<file path="config.mk">
export PLATFORM = sky130hd
export DESIGN_NAME = cpu_hp_sci
export DESIGN_NICKNAME = d
export VERILOG_FILES = /design/src/rtl/cpu_hp_pkg.sv /design/src/rtl/hp_bitmap.sv /design/src/rtl/hp_gpe_status.sv /design/src/rtl/hp_sci_combine.sv /design/src/rtl/cpu_hp_sci.sv
export SDC_FILE = /design/constraint.sdc
export NUM_CORES = 1
export LEC_CHECK = 0
export ABC_CLOCK_PERIOD_IN_PS = 2600
export BUFFER_PORTS_ARGS = -buffer_cell sky130_fd_sc_hd__buf_2
export CAP_MARGIN = 25
export CORE_MARGIN = 2
export CORE_UTILIZATION = 40
export DETAILED_ROUTE_END_ITERATION = 12
export HOLD_SLACK_MARGIN = 0.12
export SLEW_MARGIN = 20
export SYNTH_ARGS = -nofsm -noshare
export SYNTH_HDL_FRONTEND = slang
export SYNTH_SLANG_ARGS = --single-unit
</file>
<file path="constraint.sdc">
create_clock -name clk -period 2.6 [get_ports clk]
set_clock_uncertainty 0.1 [all_clocks]
set_input_delay 0.13 -clock clk [delete_from_list [all_inputs] [get_ports clk]]
set_output_delay 0.13 -clock clk [all_outputs]
set_load 0.02 [all_outputs]
</file>
<file path="src/rtl/cpu_hp_pkg.sv">
package cpu_hp_pkg;
  localparam int PM1_W = 16;
  localparam int PM1_TMR_BIT = 0;
  localparam int PM1_GLK_BIT = 5;
  localparam int PM1_PWR_BIT = 8;
  localparam int PM1_RTC_BIT = 10;
  localparam int GPE_HP_BIT  = 2;

  function automatic logic [PM1_W-1:0] pm1_src_mask();
    logic [PM1_W-1:0] m;
    m = '0;
    m[PM1_TMR_BIT] = 1'b1;
    m[PM1_GLK_BIT] = 1'b1;
    m[PM1_PWR_BIT] = 1'b1;
    m[PM1_RTC_BIT] = 1'b1;
    return m;
  endfunction
endpackage

</file>
<file path="src/rtl/hp_bitmap.sv">
module hp_bitmap #(
  parameter int NUM_CPUS = 256,
  localparam int BYTES = NUM_CPUS / 8,
  localparam int IDX_W = (BYTES > 1) ? $clog2(BYTES) : 1
) (
  input  logic                clk,
  input  logic                rst,
  input  logic [NUM_CPUS-1:0] present_mask,
  input  logic                upd_en,
  input  logic [IDX_W-1:0]    upd_byte,
  input  logic [2:0]          upd_bit,
  input  logic                upd_val,
  input  logic [IDX_W-1:0]    rd_byte,
  output logic [7:0]          rd_data
);
  logic [7:0] mem [BYTES];

  always_ff @(posedge clk) begin
    if (rst) begin
      for (int i = 0; i < BYTES; i++) mem[i] <= present_mask[i*8 +: 8];
    end else if (upd_en) begin
      mem[upd_byte][upd_bit] <= upd_val;
    end
  end

  assign rd_data = mem[rd_byte];
endmodule

</file>
<file path="src/rtl/hp_gpe_status.sv">
module hp_gpe_status
  import cpu_hp_pkg::*;
(
  input  logic       clk,
  input  logic       rst,
  input  logic       hp_valid,
  input  logic       hp_ok,
  input  logic       clr_wr,
  input  logic [7:0] clr_data,
  output logic [7:0] sts,
  output logic       err
);
  always_ff @(posedge clk) begin
    if (rst) begin
      sts <= '0;
      err <= 1'b0;
    end else begin
      err <= hp_valid && !hp_ok;
      if (hp_ok) begin
        sts <= (clr_wr ? (sts & ~clr_data) : sts) | (8'h1 << GPE_HP_BIT);
      end else if (clr_wr) begin
        sts <= sts & ~clr_data;
      end
    end
  end

  // accepted event always leaves the hotplug flag set
  p_hp_sets_flag_r4: assert property (@(posedge clk) disable iff (rst)
    hp_ok |=> sts[GPE_HP_BIT]);

  // clear without concurrent event drops the flag
  p_w1c_clears_r6: assert property (@(posedge clk) disable iff (rst)
    (clr_wr && clr_data[GPE_HP_BIT] && !hp_ok) |=> !sts[GPE_HP_BIT]);

  // rejected id pulses the error flag
  p_bad_id_err_r10: assert property (@(posedge clk) disable iff (rst)
    (hp_valid && !hp_ok) |=> err);
endmodule

</file>
<file path="src/rtl/hp_sci_combine.sv">
module hp_sci_combine
  import cpu_hp_pkg::*;
(
  input  logic             clk,
  input  logic             rst,
  input  logic [PM1_W-1:0] pm1_sts,
  input  logic [PM1_W-1:0] pm1_en,
  input  logic [7:0]       gpe_sts,
  input  logic [7:0]       gpe_en,
  output logic             sci
);
  logic pm1_hit, gpe_hit;

  always_comb begin
    pm1_hit = |(pm1_sts & pm1_en & pm1_src_mask());
    gpe_hit = gpe_sts[GPE_HP_BIT] & gpe_en[GPE_HP_BIT];
  end

  always_ff @(posedge clk) begin
    if (rst) sci <= 1'b0;
    else     sci <= pm1_hit | gpe_hit;
  end
endmodule

</file>
<file path="src/rtl/cpu_hp_sci.sv">
module cpu_hp_sci
  import cpu_hp_pkg::*;
#(
  parameter int NUM_CPUS = 256,
  parameter int ADDR_W = 16,
  parameter logic [ADDR_W-1:0] WIN_BASE = 16'hAF00,
  parameter logic [ADDR_W-1:0] GPE_ADDR = 16'hAF20,
  localparam int ID_W = $clog2(NUM_CPUS) + 1,
  localparam int BYTES = NUM_CPUS / 8,
  localparam int IDX_W = (BYTES > 1) ? $clog2(BYTES) : 1
) (
  input  logic                clk,
  input  logic                rst,
  input  logic [NUM_CPUS-1:0] present_mask,
  input  logic                hp_valid,
  input  logic [ID_W-1:0]     hp_id,
  input  logic                hp_plug,
  input  logic [ADDR_W-1:0]   bus_addr,
  input  logic [7:0]          bus_wdata,
  input  logic                bus_rd,
  input  logic                bus_wr,
  output logic [7:0]          bus_rdata,
  input  logic [15:0]         pm1_sts,
  input  logic [15:0]         pm1_en,
  input  logic [7:0]          gpe0_en,
  output logic [7:0]          gpe0_sts,
  output logic                sci,
  output logic                hp_err
);
  logic              hp_ok;
  logic [ADDR_W-1:0] offset;
  logic              in_win, gpe_hit;
  logic [7:0]        bm_byte;
  logic [IDX_W-1:0]  hp_byte, rd_byte;

  always_comb begin
    hp_ok   = hp_valid && (hp_id < ID_W'(NUM_CPUS));
    hp_byte = IDX_W'(hp_id >> 3);
    offset  = bus_addr - WIN_BASE;
    in_win  = offset < ADDR_W'(BYTES);
    rd_byte = IDX_W'(offset);
    gpe_hit = bus_addr == GPE_ADDR;
  end

  hp_bitmap #(.NUM_CPUS(NUM_CPUS)) u_bitmap (
    .clk(clk), .rst(rst), .present_mask(present_mask),
    .upd_en(hp_ok), .upd_byte(hp_byte), .upd_bit(hp_id[2:0]),
    .upd_val(hp_plug), .rd_byte(rd_byte), .rd_data(bm_byte)
  );

  hp_gpe_status u_gpe (
    .clk(clk), .rst(rst), .hp_valid(hp_valid), .hp_ok(hp_ok),
    .clr_wr(bus_wr && gpe_hit), .clr_data(bus_wdata),
    .sts(gpe0_sts), .err(hp_err)
  );

  hp_sci_combine u_sci (
    .clk(clk), .rst(rst), .pm1_sts(pm1_sts), .pm1_en(pm1_en),
    .gpe_sts(gpe0_sts), .gpe_en(gpe0_en), .sci(sci)
  );

  always_ff @(posedge clk) begin
    if (rst)         bus_rdata <= '0;
    else if (bus_rd) bus_rdata <= in_win  ? bm_byte :
                                  gpe_hit ? gpe0_sts : 8'h00;
  end

  // enabled hotplug flag drives the interrupt on the next edge
  p_sci_follows_gpe_r8: assert property (@(posedge clk) disable iff (rst)
    (gpe0_sts[GPE_HP_BIT] && gpe0_en[GPE_HP_BIT]) |=> sci);

  // with no enabled source this cycle, sci is low next cycle
  p_sci_quiet_r9: assert property (@(posedge clk) disable iff (rst)
    (!(gpe0_sts[GPE_HP_BIT] && gpe0_en[GPE_HP_BIT]) &&
     ((pm1_sts & pm1_en & pm1_src_mask()) == '0)) |=> !sci);

  // a rejected request leaves the status byte alone
  p_bad_id_quiet_r10: assert property (@(posedge clk) disable iff (rst)
    (hp_valid && !hp_ok && !bus_wr) |=> $stable(gpe0_sts));
endmodule

</file>
# == Yosys cells after proc, flatten, opt, wreduce, memory -nomap -nowiden ==
# Memories as Yosys holds them, arrays and structs flattened.
# Index checks and enable logic that the tools add are counted.
# word_totals
out_inout_bits,18
mem_bits_rw,256
input_bits,335
mem_count,1
word_cells,39
reg_bits,18
# classes
add_sub_neg,1
n_bitwise,5
muxes,14
n_eq_ne,1
magnitude_cmp,4
n_reduce_logical,8
# memory_table
memory,words,width,read_ports,rd_ports_with_merged_regs,wr,line,source
u_bitmap.mem,32,8,1,0,32,hp_bitmap.sv:16,logic [7:0] mem [BYTES];
# ops
cell,count
$mux 8,6
$eq 16x16->1 const B,1
$lt 16x6->1 const B,1
$sub 16x16->16 const B,1
$and 11x11->11,1
$lt 9x9->1 const B,1
$and 8x8->8,1
$not 8->8,1
$reduce_or 8->1,1
$mux 1,5
$mux 5,1
$logic_and 1x1->1,4
$lt 3x4->1 const B,1
$reduce_or 4->1,1
$demux 1 s3,1
$ge 3x1->1 const B,1
$mux 3,1
$reduce_bool 2->1,1
$and 1x1->1,1
$logic_not 1->1,1
$or 1x1->1,1

# == Logic depth before layout (Yosys ltp) ==
# Gate-level depths: netlist (run 1).
# depth
depth_word,7
depth_mapped,8
ltp_nobuf,5

# == By module ==
# Synthesis (run 1) repeated with hierarchy kept, for this count alone.
# hier_totals
cells_unflattened,1412
hier_area_um2,17464.2
# by_module_without_submodules
mod,cells_per_inst,n_inst,area_each_um2,seq_area_each_um2
hp_bitmap,1328,1,16638.5,7687.4
cpu_hp_sci,51,1,471.7,160.2
hp_gpe_status,29,1,311.5,180.2
hp_sci_combine,4,1,42.5,20.0

# == Least setup slack after synthesis (run 1) ==
# No wires, ideal clock.
# synth_path
path_type,input to register
start,in rst
end,mem u_bitmap.mem[29][6] (data pin)
arrival_time_ns,1.451
path_buffers,3
slack_ns,0.787
cell_stages,8
required_time_ns,2.238
setup_ns,0.262
cell_sequence,buf_6 nor3b_4 nand2b_1 buf_2 nor2_2 buf_6 nand2_1 mux2_1
# synth_rtl
element,line,source
"start, declared",cpu_hp_sci.sv:13,"input logic rst,"
"end, declared",hp_bitmap.sv:16,

# == Worst setup path after layout (run 1) ==
# layout_path
start,mem u_bitmap.mem[12][3]
end,reg bus_rdata[3]
# layout_between
elab_chain_len,2
# layout_rtl
element,line,source
$mem_v2 32x8,n/a,
$mux 8,cpu_hp_sci.sv:64,else if (bus_rd) bus_rdata <= in_win ? bm_byte :
"end signal, assigned",cpu_hp_sci.sv:64,
"end, declared",cpu_hp_sci.sv:22,"output logic [7:0] bus_rdata,"
# No other way between the ends.
# A chain may end at the register's enable or synchronous reset.

==> results.py, run 1 <==
metrics = {
    "run": {
        "cap_viol_max_count": 0,
    },
    "yosys": {
        "yosys.area_share.adder_pct": 0,
        "synth-compound-area-share_pct": 3.60,
        "synth_simple_gate_area_share_pct": 20.2,
        "synth_top_area_share_pct": 45.8,
        "synthesis.instances": 1513,
        "synth_xor_xnor_area_share_pct": 0,
        "warning_count_from_the_yosys_run": 0,
        "syn_avg_cell_area_um2": 11.1,
        "synth_sequential_area_ratio_pct": 47.9,
        "main_combinational_cell_family_by_area_after_synthesis": "multiplexers",
        "synth_fp_nets": 1848,
        "synth.distinct_cells": 39,
        "synth_top_cells_by_area": "sky130_fd_sc_hd__edfxtp_1 46%, sky130_fd_sc_hd__mux2_2 17%, sky130_fd_sc_hd__mux2i_1 6.6%",
        "synth.area.mux_share_pct": 25.2,
        "synth_area_um2": 16800,
        "cell_taking_the_most_area_after_synthesis": "sky130_fd_sc_hd__edfxtp_1",
        "postSynthRegisterBits": 274,
    },
    "grt": {
        "antenna_found_initial": 6,
        "first_global_vias": 14700,
        "use_met1_pct": 35.1,
        "grt_start_max_net_pins": 269,
        "grt_util_met3_pct": 5.40,
        "grt.busiest_layer": "met2",
        "grt_first_pass_wirelength_mm": 90.0,
        "gr-usage-met2_pct": 47.3,
        "globalRouteOverflowTotal": 0,
        "grtUsageTotal_pct": 27.9,
    },
    "min_path": {
        "hold_path.class": "primary input to flip-flop",
    },
    "power": {
        "peakVddDrop_v": 0.000337,
        "leakage_nw": 9.21,
        "power_per_cell_area_nw_per_um2": 500,
    },
    "detailed_routing": {
        "drt_wirelength_mm": 61.8,
        "drt-wirelength-per-cell_um": 23.2,
        "num_vias": 14400,
        "final_antenna_net_count": 0,
        "detailedRoute.firstPassIterationCount": 6,
        "first_iter_violations": 1304,
        "drt_drc_violations_left": 0,
        "routed_via_density": 5.41,
    },
    "floorplan": {
        "rows": 75,
        "die_w_um": 209,
        "die_area_um2": 43700,
        "starting_density_of_the_core_pct": 40.3,
        "die-height_um": 209,
        "num_io_pins": 353,
        "core_footprint_um2": 41700,
    },
    "final_layout": {
        "commonest_non_fill_non_tap_cell_in_the_layout": "sky130_fd_sc_hd__buf_2",
        "filler_cell_count": 3581,
        "finish.utilization_pct": 55.3,
        "syn_to_final_growth_pct": 37.1,
        "final_nets": 2442,
        "layout-drive-gt1-share_pct": 38.2,
        "commonest_non_fill_non_tap_cells_in_the_layout": "317 x sky130_fd_sc_hd__buf_2, 283 x sky130_fd_sc_hd__dlygate4sd3_1, 257 x sky130_fd_sc_hd__mux2_2",
    },
    "clocking": {
        "clk-insertion-delay-late_ns": 0.54,
        "cts_root_buffer": "sky130_fd_sc_hd__clkbuf_16",
        "cts.sink_count": 274,
        "cts.clk_slew.worst_paths_ns": 0.06,
        "postCtsResizedCells": 0,
        "cts_post_setup_buffers_inserted": 0,
        "htreeDepth": 2,
        "cts_buffers": 34,
        "clockBufferDepth": 3,
        "clock_tree_from_tritoncts": "built",
    },
    "timing": {
        "worst_pin_slew_ns": 1.11,
        "slew_violations": 0,
        "timing_hold_violations_final": 0,
        "tns_ns": 0,
        "maximum_clock_frequency_mhz": 404,
        "setup_repair_after_global_routing_missed_its_margin": "no",
        "finalCriticalPeriod_ns": 2.48,
        "setup_violators_final": 0,
        "period_share_pct": 95.2,
        "slew_headroom_pct": 26.1,
    },
    "placed_design": {
        "placement.io_buffers": 321,
        "gp_routability_congestion": 0.893,
        "dpl.hpwl_mm": 41.6,
    },
    "critical_path": {
        "timing.critical_path.arrival_ns": 2.78,
        "critical_path_required_ns": 2.91,
        "timing_worst_setup_path_type": "flip-flop to flip-flop",
        "end_kind": "flip-flop",
        "critical_path.max_fanout": 1,
        "crit_chain": "mux4_2 -> mux2i_1 -> o2bb2ai_1 -> nor4_1 -> dlygate4sd3_1 -> a21oi_1",
        "critical-path-slowest-cell": "sky130_fd_sc_hd__dlygate4sd3_1",
        "crit_path_max_incr_delay_ns": 0.58,
        "cp_startpoint_kind": "flip-flop",
    },
    "outcome": {
        "status": "finished clean",
    },
}
logic make-up after synthesis:
| kind of cell | Yosys count |
|---|---|
| AO/OA/AOI/OAI | 84 |
| flip-flops | 274 |
| AND/OR/NAND/NOR | 663 |
| multiplexers | 379 |
| buffers and inverters | 113 |
state kept, by name (all words and copies together), names as in the netlist:
signal	flops
u_gpe.err	1
u_gpe.sts	8
u_sci.sci	1
u_bitmap.mem	256
bus_rdata	8
stage by stage:
step | instance area (µm²) | setup WS [ns] | total power (W) | hold WS [ns] | std cells
finish | 23000 | 0.125 | 0.0115 | 0.101 | 2669
global route | 23000 | 0.0404 | 0.0119 | 0.167 | 2667
CTS | 23000 | 0.201 | 0.0116 | 0.127 | 2665
detailed placement | 19200 | 0.135 | 0.00683 | 0.213 | 2327
global placement | 19200 | 0.151 | 0.00680 | 0.207 | 2327
floorplan | 16800 | 0.787 | 0.00616 | 0.118 | 1513
layer usage:
metal  wire length [µm]  share of wire, %
met1              24800                40
met2              30100                49
met3               4580               7.4
met4               2380               3.9
met5                 34             0.055
worst max-delay path: cells and delay by family, from the launching register on:
kind | cells | cell delay (ns)
mux | 2 | 0.81
buf+inv | 1 | 0.58
flops | 1 | 0.37
compound gates | 2 | 0.27
simple gates | 1 | 0.21
Yosys cell counts (all sizes together):
cell type  number
o211ai          1
o2bb2ai         1
a21bo           1
nand2         181
nor3           10
mux2i         111
nor2b          15
nor3b           4
or2           105
a21o            7
nor4            1
a22o            7
a211oi          1
nand3          23
a21oi          16
clkbuf         77
and4            1
nand4          16
buf            35
edfxtp        256
and2            4
nor2          130
a22oi          49
nand3b          3
nand4b          1
a222oi          1
mux2          258
inv             1
mux4           10
nand2b        168
dfxtp          18
or3             1
path summary, 6_finish.rpt:
kind | endpoint | slack, ns | cells past startpoint | from
max | bus_rdata[3] | 0.12 | 6 | u_bitmap.mem[12][3]
min | u_gpe.err | 0.10 | 3 | rst
max reg2reg | bus_rdata[3] | 0.12 | 6 | u_bitmap.mem[12][3]
min reg2reg | bus_rdata[6] | 0.50 | 2 | bus_rdata[6]
repair_timing:
item / CTS / global route
hold buffers: 283 / 0
endpoints found under the hold margin: 274 / 0
setup endpoints to repair: 0 / 0
where the power goes:
| group | leakage [nW] | internal [W] | switching, W |
|---|---|---|---|
| Combinational | 6.08 | 0.000944 | 0.000849 |
| Clock | 0.483 | 0.00256 | 0.00187 |
| Sequential | 2.65 | 0.00519 | 0.000107 |
| Total | 9.21 | 0.00869 | 0.00283 |
cell type report:
cell class,instances,area [µm²],share of cell area (%)
multi-input cells,1126,8240,35.8
flip-flops and latches,274,8050,34.9
repair buffers,670,5060,22.0
clock buffers,46,917,3.98
well taps,539,674,2.93
clock inverters,9,70.1,0.304
diodes,4,10.0,0.0435
inverters,1,3.75,0.0163
Power figures use the tool's default switching activity.
==> run 2, diff against run 1 <==
--- a/config.mk
+++ b/config.mk
@@ -5,6 +5,7 @@
 export SDC_FILE = /design/constraint.sdc
 export NUM_CORES = 1
 export LEC_CHECK = 0
+export ABC_AREA = 1
 export ABC_CLOCK_PERIOD_IN_PS = 2600
 export BUFFER_PORTS_ARGS = -buffer_cell sky130_fd_sc_hd__buf_2
 export CAP_MARGIN = 25
@@ -12,7 +13,7 @@
 export CORE_UTILIZATION = 40
 export DETAILED_ROUTE_END_ITERATION = 12
 export HOLD_SLACK_MARGIN = 0.12
-export SLEW_MARGIN = 20
+export SLEW_MARGIN = 10
 export SYNTH_ARGS = -nofsm -noshare
 export SYNTH_HDL_FRONTEND = slang
 export SYNTH_SLANG_ARGS = --single-unit
==> results.py, run 2 <==
metrics = {
    "placed_design": {
        "dp.cells": 2950,
        "placement.cell_area_um2": 18300,
        "dpl.hpwl_mm": 40.2,
        "place_worst_setup_slack_ns": 0.497,
        "gp_routability_congestion": 0.855,
        "placement.io_buffers": 321,
    },
    "final_layout": {
        "ff_latch_area_um2": 8050,
        "top_register": "u_bitmap.mem",
        "commonest_non_fill_non_tap_cells_in_the_layout": "1042 x sky130_fd_sc_hd__nand2_1, 340 x sky130_fd_sc_hd__dlygate4sd3_1, 320 x sky130_fd_sc_hd__buf_2",
        "filler_cell_count": 3541,
        "area_of_combinational_cells_with_multiple_inputs_um2": 7110,
        "finish.utilization_pct": 57.6,
        "largest_register_ffs": 256,
        "final_nets": 3139,
        "layout.cells.non_filler": 3354,
        "finish.instance_area_um2": 22800,
        "layout-drive-gt1-share_pct": 16.2,
        "biggestRegsByFlops": "u_bitmap.mem: 256 flops, bus_rdata: 8 flops, u_gpe.sts: 8 flops",
        "commonest_non_fill_non_tap_cell_in_the_layout": "sky130_fd_sc_hd__nand2_1",
        "syn_to_final_growth_pct": 42.7,
    },
    "clocking": {
        "cts.clk_slew.worst_paths_ns": 0.06,
        "clockBufferDepth": 3,
        "cts.sink_count": 274,
        "cts_root_buffer": "sky130_fd_sc_hd__clkbuf_16",
        "cts_buffers": 34,
        "clk-insertion-delay-late_ns": 0.54,
        "htreeDepth": 2,
        "clock_tree_from_tritoncts": "built",
    },
    "yosys": {
        "syn_avg_cell_area_um2": 7.38,
        "synth_xor_xnor_area_share_pct": 0,
        "warning_count_from_the_yosys_run": 0,
        "synth.distinct_cells": 26,
        "main_combinational_cell_family_by_area_after_synthesis": "simple AND/OR/NAND/NOR gates",
        "post-synth-top-count-cell": "sky130_fd_sc_hd__nand2_1",
        "synth_area_um2": 16000,
        "yosys.area_share.adder_pct": 0,
        "synth_simple_gate_area_share_pct": 32.8,
        "synth_sequential_area_ratio_pct": 50.4,
        "synth_fp_nets": 2499,
        "dominantRegCellSynth": "sky130_fd_sc_hd__edfxtp_1",
        "cell_taking_the_most_area_after_synthesis": "sky130_fd_sc_hd__edfxtp_1",
        "synth_top_cells_by_area": "sky130_fd_sc_hd__edfxtp_1 48%, sky130_fd_sc_hd__nand2_1 25%, sky130_fd_sc_hd__o21ai_0 6.0%",
        "synth-async-reset-ratio_pct": 0,
        "synth-compound-area-share_pct": 11.7,
        "synth.area.mux_share_pct": 0,
        "synthesis.instances": 2164,
        "synth-edff-count": 256,
        "synth_top_area_share_pct": 48.2,
        "synth_commonest_cells": "1042 x sky130_fd_sc_hd__nand2_1, 256 x sky130_fd_sc_hd__edfxtp_1, 191 x sky130_fd_sc_hd__o21ai_0",
        "postSynthRegisterBits": 274,
    },
    "outcome": {
        "status": "finished clean",
    },
    "floorplan": {
        "rows": 73,
        "die-height_um": 204,
        "starting_density_of_the_core_pct": 40.4,
        "die_w_um": 204,
        "die_area_um2": 41500,
        "num_io_pins": 353,
        "core_footprint_um2": 39500,
    },
    "detailed_routing": {
        "num_vias": 17500,
        "drt-wirelength-per-cell_um": 18.9,
        "routed_via_density": 5.21,
        "detailedRoute.firstPassIterationCount": 5,
        "first_iter_violations": 1806,
        "drt_wirelength_mm": 63.4,
        "final_antenna_net_count": 0,
        "drt_drc_violations_left": 0,
    },
    "critical_path": {
        "critical_path.max_fanout": 20,
        "end_kind": "flip-flop",
        "timing.critical_path.arrival_ns": 2.71,
        "timing_worst_setup_path_type": "primary input to flip-flop",
        "critical_path_required_ns": 2.78,
        "cp_startpoint_kind": "primary input",
    },
    "grt": {
        "first_global_vias": 16500,
        "antenna_found_initial": 6,
        "grt_first_pass_wirelength_mm": 93.1,
        "grtUsageTotal_pct": 29.9,
        "globalRouteOverflowTotal": 0,
        "grt_start_max_net_pins": 67,
    },
    "timing": {
        "period_share_pct": 97.3,
        "slew_headroom_pct": 38.8,
        "finalCriticalPeriod_ns": 2.53,
        "slew_violations": 0,
        "setup_violators_final": 0,
        "setup_repair_after_global_routing_missed_its_margin": "no",
        "timing_hold_violations_final": 0,
        "post-route-worst-setup-slack_ns": 0.0700,
        "worst_pin_slew_ns": 0.915,
        "tns_ns": 0,
        "maximum_clock_frequency_mhz": 395,
    },
    "min_path": {
        "hold_path.class": "primary input to flip-flop",
    },
    "power": {
        "leakage_nw": 10.3,
        "peakVddDrop_v": 0.000343,
        "power_per_cell_area_nw_per_um2": 515,
    },
    "run": {
        "cap_viol_max_count": 0,
    },
}
==> run 2: cell families (layout without fill, tap and decap cells) <==
group,after synthesis,in the layout
AND/OR/NAND/NOR,1337,1337
AO/OA/AOI/OAI,370,370
flip-flops,274,274
buffers and inverters,183,845
other,0,3
==> run 2: where the power goes <==
group / switching, W / internal (W)
clock network: 0.00193 / 0.00267
logic: 0.00101 / 0.000846
registers: 0.0000866 / 0.00519
total: 0.00303 / 0.00871
==> run 2: area by class of cell <==
type	instances	area share, %
sequential	274	35.3
multi-input combinational	1707	31.2
timing repair buffer	732	25.1
clock buffer	45	4.19
tap	525	2.88
inverter	55	0.961
clock inverter	13	0.357
antenna	3	0.0329
==> run 2: path summary, 6_finish.rpt <==
check | from | endpoint | slack, ns | cells past startpoint
worst max register to register | u_bitmap.mem[5][0] | bus_rdata[0] | 0.41 | 11
worst min register to register | bus_rdata[7] | bus_rdata[7] | 0.43 | 2
worst min-delay path | bus_addr[6] | bus_rdata[7] | 0.13 | 7
worst max-delay path | rst | u_bitmap.mem[2][4] | 0.07 | 11
==> run 2: metrics by stage <==
stage,total power [W],hold slack (ns)
floorplan,0.00613,0.0991
detailed placement,0.00679,0.210
CTS,0.0117,0.124
finish,0.0117,0.134
global route,0.0121,0.195
global placement,0.00676,0.208
==> run 2: timing repair <==
action	in CTS	in global routing
hold buffers	340	0
hold endpoints to repair	274	0
buffers inserted	0	3
gates resized for setup	0	11
setup endpoints to repair	0	21
==> run 2: metal layers <==
layer  track usage [%]  share of wire (%)  up-vias
li1                  -                  -     8428
met1              39.1                 40     8089
met2              49.3                 47      823
met3              4.33                8.4      125
met4              12.9                3.8        6
met5                 0              0.054        -
==> run 2: worst max-delay path: stages <==
cell and delay (ns):
sky130_fd_sc_hd__dlygate4sd3_1 0.54, sky130_fd_sc_hd__buf_2 0.18, sky130_fd_sc_hd__nor3_2 0.21, sky130_fd_sc_hd__inv_1 0.08, sky130_fd_sc_hd__or2_4 0.29, sky130_fd_sc_hd__nor2_4 0.12, sky130_fd_sc_hd__buf_8 0.21, sky130_fd_sc_hd__nand2_1 0.14
sky130_fd_sc_hd__nand2_1 0.12, sky130_fd_sc_hd__o21ai_1 0.08, sky130_fd_sc_hd__dlygate4sd3_1 0.59
